### config.mk
export PLATFORM = sky130hd
export DESIGN_NAME = subcarrier_phase_gen
export DESIGN_NICKNAME = d
export VERILOG_FILES = /design/src/rtl/scp_pkg.sv /design/src/rtl/scp_field_corr.sv /design/src/rtl/scp_nco.sv /design/src/rtl/scp_pal_switch.sv /design/src/rtl/scp_phase_map.sv /design/src/rtl/subcarrier_phase_gen.sv
export SDC_FILE = /design/constraint.sdc
export NUM_CORES = 1
export LEC_CHECK = 0
export ABC_CLOCK_PERIOD_IN_PS = 5170
export BUFFER_PORTS_ARGS = -buffer_cell sky130_fd_sc_hd__buf_2
export CORE_MARGIN = 1
export CORE_UTILIZATION = 28
export DETAILED_ROUTE_END_ITERATION = 10
export HOLD_SLACK_MARGIN = 0.06
export PLACE_DENSITY = 0.45
export SYNTH_ARGS = -nofsm -noshare
export SYNTH_HDL_FRONTEND = slang
export SYNTH_SLANG_ARGS = --single-unit
### constraint.sdc
create_clock -name clk -period 5.17 [get_ports clk]
set_input_delay 0.517 -clock clk [delete_from_list [all_inputs] [get_ports clk]]
set_output_delay 0.517 -clock clk [all_outputs]
set_load 0.03 [all_outputs]
### src/rtl/scp_pkg.sv
// Package: shared types for the subcarrier phase accumulator.
// Assumes: nothing beyond the single-bit sign encoding below.
package scp_pkg;
    // Burst sign in the alternating-line mode.
    typedef enum logic {
        SGN_PLUS  = 1'b0,   // +135 degrees
        SGN_MINUS = 1'b1    // -135 degrees
    } pal_sign_e;
endpackage

### src/rtl/scp_field_corr.sv
// Module: scp_field_corr
// Counts field start pulses and raises a one-cycle correction strobe on
// the pulse that completes each group of FIELDS fields.
// Assumes: field_start is a single-cycle pulse; FIELDS >= 1.
module scp_field_corr #(
    parameter int FIELDS = 8
) (
    input  logic clk,
    input  logic rst_n,
    input  logic field_start,
    output logic corr_stb
);
    localparam int CW = (FIELDS > 1) ? $clog2(FIELDS) : 1;
    localparam logic [CW-1:0] LAST = CW'(FIELDS - 1);

    logic [CW-1:0] fcnt_q;
    logic          at_last;

    assign at_last  = (fcnt_q == LAST);
    assign corr_stb = field_start && at_last;

    // Advance the field count on each field pulse, wrapping after the last.
    always_ff @(posedge clk) begin
        if (!rst_n) begin
            fcnt_q <= '0;
        end else if (field_start) begin
            fcnt_q <= at_last ? '0 : fcnt_q + 1'b1;
        end
    end


    fcnt_hold_chk: assert property (@(posedge clk) disable iff (!rst_n)
        !field_start |=> $stable(fcnt_q));
endmodule

### src/rtl/scp_nco.sv
// Module: scp_nco
// Phase accumulator: adds the frequency word every clock, adds the
// correction value when strobed, and clears on a line clear request.
// Assumes: ACC_W >= FREQ_W, ACC_W >= ADJ_W, ACC_W >= PH_W.
module scp_nco #(
    parameter int FREQ_W = 24,
    parameter int ACC_W  = 26,
    parameter int ADJ_W  = 8,
    parameter int PH_W   = 9
) (
    input  logic              clk,
    input  logic              rst_n,
    input  logic [FREQ_W-1:0] freq_word,
    input  logic [ADJ_W-1:0]  adj_val,
    input  logic              corr_stb,
    input  logic              line_clr,
    output logic [PH_W-1:0]   ph_msb
);
    logic [ACC_W-1:0] acc_q;
    logic [ACC_W-1:0] acc_d;
    logic [ACC_W-1:0] corr_term;

    // Select the correction term for this cycle.
    always_comb begin
        corr_term = corr_stb ? ACC_W'(adj_val) : '0;
    end

    // Form the next accumulator value; the line clear wins over all steps.
    always_comb begin
        if (line_clr) begin
            acc_d = '0;
        end else begin
            acc_d = acc_q + ACC_W'(freq_word) + corr_term;
        end
    end

    // Hold the accumulator.
    always_ff @(posedge clk) begin
        if (!rst_n) begin
            acc_q <= '0;
        end else begin
            acc_q <= acc_d;
        end
    end

    assign ph_msb = acc_q[ACC_W-1 -: PH_W];


    line_clr_zero_chk: assert property (@(posedge clk) disable iff (!rst_n)
        line_clr |=> (acc_q == '0));


    plain_step_chk: assert property (@(posedge clk) disable iff (!rst_n)
        (!line_clr && !corr_stb) |=>
            (acc_q == $past(acc_q) + ACC_W'($past(freq_word))));


    corr_step_chk: assert property (@(posedge clk) disable iff (!rst_n)
        (!line_clr && corr_stb) |=>
            (acc_q == $past(acc_q) + ACC_W'($past(freq_word))
                                   + ACC_W'($past(adj_val))));
endmodule

### src/rtl/scp_pal_switch.sv
// Module: scp_pal_switch
// Keeps the alternating-line toggle and selects the burst sign from the
// toggle or from the external identification input.
// Assumes: line_start is a single-cycle pulse.
module scp_pal_switch
    import scp_pkg::*;
(
    input  logic      clk,
    input  logic      rst_n,
    input  logic      pal_mode,
    input  logic      line_start,
    input  logic      ext_id_en,
    input  logic      ext_id,
    output pal_sign_e sign
);
    logic tog_q;

    // Flip the toggle at each line start in the alternating mode.
    always_ff @(posedge clk) begin
        if (!rst_n) begin
            tog_q <= 1'b0;
        end else if (pal_mode && line_start) begin
            tog_q <= ~tog_q;
        end
    end

    // Choose the sign source.
    always_comb begin
        sign = pal_sign_e'(ext_id_en ? ext_id : tog_q);
    end


    tog_flip_chk: assert property (@(posedge clk) disable iff (!rst_n)
        (pal_mode && line_start) |=> (tog_q != $past(tog_q)));


    tog_hold_chk: assert property (@(posedge clk) disable iff (!rst_n)
        !(pal_mode && line_start) |=> $stable(tog_q));
endmodule

### src/rtl/scp_phase_map.sv
// Module: scp_phase_map
// Adds the sync-relative offset to the accumulator top bits and applies
// the burst rotation for the active line standard.
// Assumes: PH_W >= 3 so that 135 degrees is an exact step count.
module scp_phase_map
    import scp_pkg::*;
#(
    parameter int PH_W = 9
) (
    input  logic [PH_W-1:0] ph_msb,
    input  logic [PH_W-1:0] phase_ofs,
    input  logic            pal_mode,
    input  pal_sign_e       sign,
    output logic [PH_W-1:0] phase_out,
    output logic [PH_W-1:0] burst_phase
);
    localparam logic [PH_W-1:0] ROT_HALF = PH_W'(2 ** (PH_W - 1));
    localparam logic [PH_W-1:0] ROT_POS  = PH_W'(3 * (2 ** (PH_W - 3)));
    localparam logic [PH_W-1:0] ROT_NEG  = PH_W'((2 ** PH_W) - 3 * (2 ** (PH_W - 3)));

    logic [PH_W-1:0] rot;

    // Pick the burst rotation for the current standard and sign.
    always_comb begin
        if (!pal_mode) begin
            rot = ROT_HALF;
        end else if (sign == SGN_MINUS) begin
            rot = ROT_NEG;
        end else begin
            rot = ROT_POS;
        end
    end

    // Modulo additions for the two phase outputs.
    always_comb begin
        phase_out   = ph_msb + phase_ofs;
        burst_phase = phase_out + rot;
    end
endmodule

### src/rtl/subcarrier_phase_gen.sv
// Module: subcarrier_phase_gen
// Top of the subcarrier phase accumulator: field correction counter,
// accumulator, alternating-line switch and phase mapping.
// Assumes: line_start, line_end and field_start are single-cycle pulses
// on the pixel clock; reset is synchronous and active low.
module subcarrier_phase_gen
    import scp_pkg::*;
#(
    parameter int FREQ_W = 24,
    parameter int ACC_W  = 26,
    parameter int ADJ_W  = 8,
    parameter int PH_W   = 9,
    parameter int FIELDS = 8
) (
    input  logic              clk,
    input  logic              rst_n,
    input  logic [FREQ_W-1:0] freq_word,
    input  logic [ADJ_W-1:0]  adj_val,
    input  logic [PH_W-1:0]   phase_ofs,
    input  logic              pal_mode,
    input  logic              line_rst_dis,
    input  logic              line_start,
    input  logic              line_end,
    input  logic              field_start,
    input  logic              ext_id_en,
    input  logic              ext_id,
    output logic [PH_W-1:0]   phase_out,
    output logic [PH_W-1:0]   burst_phase,
    output logic              pal_neg
);
    localparam logic [PH_W-1:0] CHK_POS = PH_W'(3 * (2 ** (PH_W - 3)));
    localparam logic [PH_W-1:0] CHK_NEG = PH_W'((2 ** PH_W) - 3 * (2 ** (PH_W - 3)));

    logic            corr_stb;
    logic            line_clr;
    logic [PH_W-1:0] ph_msb;
    pal_sign_e       sign;

    // Line clear only in the 525-line mode and only when not disabled.
    always_comb begin
        line_clr = line_end && !pal_mode && !line_rst_dis;
    end

    scp_field_corr #(
        .FIELDS (FIELDS)
    ) u_fcorr (
        .clk         (clk),
        .rst_n       (rst_n),
        .field_start (field_start),
        .corr_stb    (corr_stb)
    );

    scp_nco #(
        .FREQ_W (FREQ_W),
        .ACC_W  (ACC_W),
        .ADJ_W  (ADJ_W),
        .PH_W   (PH_W)
    ) u_nco (
        .clk       (clk),
        .rst_n     (rst_n),
        .freq_word (freq_word),
        .adj_val   (adj_val),
        .corr_stb  (corr_stb),
        .line_clr  (line_clr),
        .ph_msb    (ph_msb)
    );

    scp_pal_switch u_psw (
        .clk        (clk),
        .rst_n      (rst_n),
        .pal_mode   (pal_mode),
        .line_start (line_start),
        .ext_id_en  (ext_id_en),
        .ext_id     (ext_id),
        .sign       (sign)
    );

    scp_phase_map #(
        .PH_W (PH_W)
    ) u_map (
        .ph_msb      (ph_msb),
        .phase_ofs   (phase_ofs),
        .pal_mode    (pal_mode),
        .sign        (sign),
        .phase_out   (phase_out),
        .burst_phase (burst_phase)
    );

    assign pal_neg = (sign == SGN_MINUS);


    ext_burst_chk: assert property (@(posedge clk) disable iff (!rst_n)
        (pal_mode && ext_id_en) |->
            (PH_W'(burst_phase - phase_out) == (ext_id ? CHK_NEG : CHK_POS)));
endmodule

==> flow_metrics.tcl <==
set metrics [dict create \
    clock_path_buffers 2 \
    worstMarginPinSlew_ns 0.3585 \
    synth_common_cells "51 x ha_1, 37 x nor2_1, 30 x dfxtp_1" \
    maxSlewHeadroom 0.7610 \
    synthDominantCellAreaShare 0.2149 \
    grt_pass1_wl_um 11590 \
    synth.avg_cell_area_um2 8.631 \
    coreArea_mm2 0.01032 \
    power.total_mw 2.162 \
    clock.fmax_ghz 0.2816 \
    setup_tns_ns 0 \
    cts_tree "done" \
    rsz0062_at_grt "no" \
    met2_usage 0.2157 \
    vdd_drop_max_mv 0.3477 \
    ant_nets 0 \
    crit_type "reg -> out" \
    cp_max_fo 2 \
    top_usage_layer "met2" \
    fp.dieArea_mm2 0.01102 \
    clock-sinks 30 \
    ys_ff_latch 30 \
    globalRouteTotalUtil 0.1303 \
    nets 519 \
    grt_max_degree 23 \
    timing.rr.end "u_nco.acc_q[25]" \
    die_w_um 105.0 \
    synth_area_leaders "ha_1 21%, dfxtp_1 20%, fa_1 7.4%, a21oi_1 4.7%, xnor2_1 4.7%" \
    layoutNonFillerInstCount 544 \
    antenna_found_initial 0 \
    synth.most_common_cell "ha_1" \
    period_needed_ns 3.551 \
    cts_setup_buffers 0 \
    yosys_most_used_dff "dfxtp_1" \
    cp-end-kind "output port" \
    initialDrtViolationCount 77 \
    crit_start "u_nco.acc_q[17]" \
    io_pins 69 \
    dp.cells 536 \
    fin_util 0.3442 \
    hold_viol 0 \
    rr_worst_depth 13 \
    die_h_um 105.0 \
    syn_area_mm2 0.002969 \
    synth-edff-count 0 \
    yosys.area.top_type "ha_1" \
    ff_latch_area_um2 600.6 \
    synthesis.instances 344 \
    p_leak_nw 1.781 \
    start_util 0.2876 \
    grtUsageMet1 0.1746 \
    clkLatencyLatePin_ns 0.29 \
    outcome "completed" \
    row_count 37 \
    critPathLaunchType "flop" \
    overflow 0 \
    synthArstFlopShare 0 \
    finClkSkew_ns 0.01141 \
    numPortBuffers 68 \
    cts_hold_buf 0 \
    crit_end "burst_phase[8]" \
    powerDensity_mw_per_mm2 608.4 \
    cp.required_ns 4.65 \
    drcViolationCount 0 \
    multiInputGateArea_mm2 0.002243 \
    cts_resized 0 \
    firstDrtPassIters 4 \
    maxCapViolations 0 \
    synth.distinct_cells 47 \
    vias 2556 \
    hp-class "in -> reg" \
    finalCritPeriodShare 0.6868 \
    drive_above_1_share 0.2132 \
    vias_per_cell 4.699 \
    r2r_slack_ns 1.71 \
    root_buffer "clkbuf_8" \
    wire_per_inst_um 12.37 \
    cp.arrival_ns 3.03 \
    postRouteWirelength_um 6730 \
    diodes 0 \
    slew_viol_final 0 \
    cts.htree.levels 2 \
    clk_pin_slew_ns 0.08 \
    gp_congestion 0.8436 \
    cts_made_buffers 5 \
    ys_warn_count 0 \
    setup_viol 0 \
    grt_pass1_vias 2534 \
    dpl.hpwl_um 5557 \
    ys_seq_area_frac 0.2023 \
    syn_to_final_growth_pct 19.68 \
    nFillCells 1075 \
    synth_nets 456 \
    met3_usage 0.02246 \
    r2r_start "u_fcorr.fcnt_q[0]" \
]
[sequential cells by signal (all words and copies together) (netlist names)]
register	cells
u_nco.acc_q	26
u_psw.tog_q	1
u_fcorr.fcnt_q	3
[stage by stage]
stage                     hold slack, ns  area, µm²  setup WS (ns)
after floorplan                   0.4868       2969          1.467
after global placement            0.5099       3411          1.673
after detailed placement          0.5271       3411          1.628
after CTS                         0.5034       3553          1.540
after global routing              0.5163       3553          1.330
final                             0.5085       3553          1.619
[cell families after synthesis]
| family | Yosys count | share of synthesized area |
|---|---|---|
| AND/OR/NAND/NOR | 109 | 0.1820 |
| AO/OA/AOI/OAI | 85 | 0.1863 |
| adder cells (fa/ha/maj) | 62 | 0.2891 |
| flip-flops | 30 | 0.2023 |
| XOR/XNOR | 27 | 0.07964 |
| buffers and inverters | 26 | 0.04382 |
| multiplexers | 5 | 0.01686 |
[worst max-delay path, cell delays in order (launching register included)]
cell and delay [ns]:
dfxtp_1 0.35, ha_1 0.17, inv_1 0.05, fa_1 0.39
nor2b_1 0.12, o21ai_0 0.10, a21oi_1 0.23, nor2_1 0.09
xnor2_1 0.15, ha_1 0.20, fa_1 0.37, xor2_1 0.19
xnor2_1 0.13, buf_2 0.21
[how the worst min path moves through the flow]
stage                         to  slack, ns              start  cells past startpoint
2_1_floorplan  u_fcorr.fcnt_q[1]       0.49  u_fcorr.fcnt_q[1]                      2
3_3_place_gp   u_fcorr.fcnt_q[1]       0.51  u_fcorr.fcnt_q[1]                      2
3_5_place_dp   u_fcorr.fcnt_q[2]       0.53  u_fcorr.fcnt_q[2]                      2
4_1_cts        u_fcorr.fcnt_q[0]       0.50              rst_n                      2
5_1_grt        u_fcorr.fcnt_q[0]       0.52              rst_n                      2
6_report       u_fcorr.fcnt_q[0]       0.51              rst_n                      2
[routing by layer]
layer / share of wire / vias to the layer above
met5: 0 / -
met1: 0.51 / 1143
met3: 0.038 / 7
met2: 0.44 / 54
li1: - / 1352
met4: 0.0098 / 0
[cell usage in the layout (no fill, tap or decap), types with 3 or more instances in the layout]
cell	count
nand3_1	9
nor3b_1	3
xnor2_1	16
nand4_1	6
ha_1	51
inv_1	13
and2_1	4
nor4_1	3
a21o_1	13
o21a_1	4
o31ai_1	3
xor2_1	11
buf_2	68
nor2b_1	7
a21oi_2	3
dfxtp_1	30
nand2_1	22
mux2i_1	5
nand2b_1	3
o21ai_0	15
and3_1	9
nor2_1	37
fa_1	11
clkbuf_8	6
a21oi_1	28
[report_power, final]
part / internal [mW] / total (mW) / switching (mW)
sequential: 0.315 / 0.355 / 0.0400
combinational: 0.554 / 1.50 / 0.944
clock: 0.206 / 0.308 / 0.102
total: 1.08 / 2.16 / 1.09
[area by class of cell]
class,count,share of cell area
clock inverters,2,0.01690
well taps,136,0.04789
flip-flops and latches,30,0.1690
clock buffers,6,0.02324
multi-input cells,288,0.6313
repair buffers,69,0.09789
inverters,13,0.01373
Note: power is estimated with default switching activity, not from simulation.
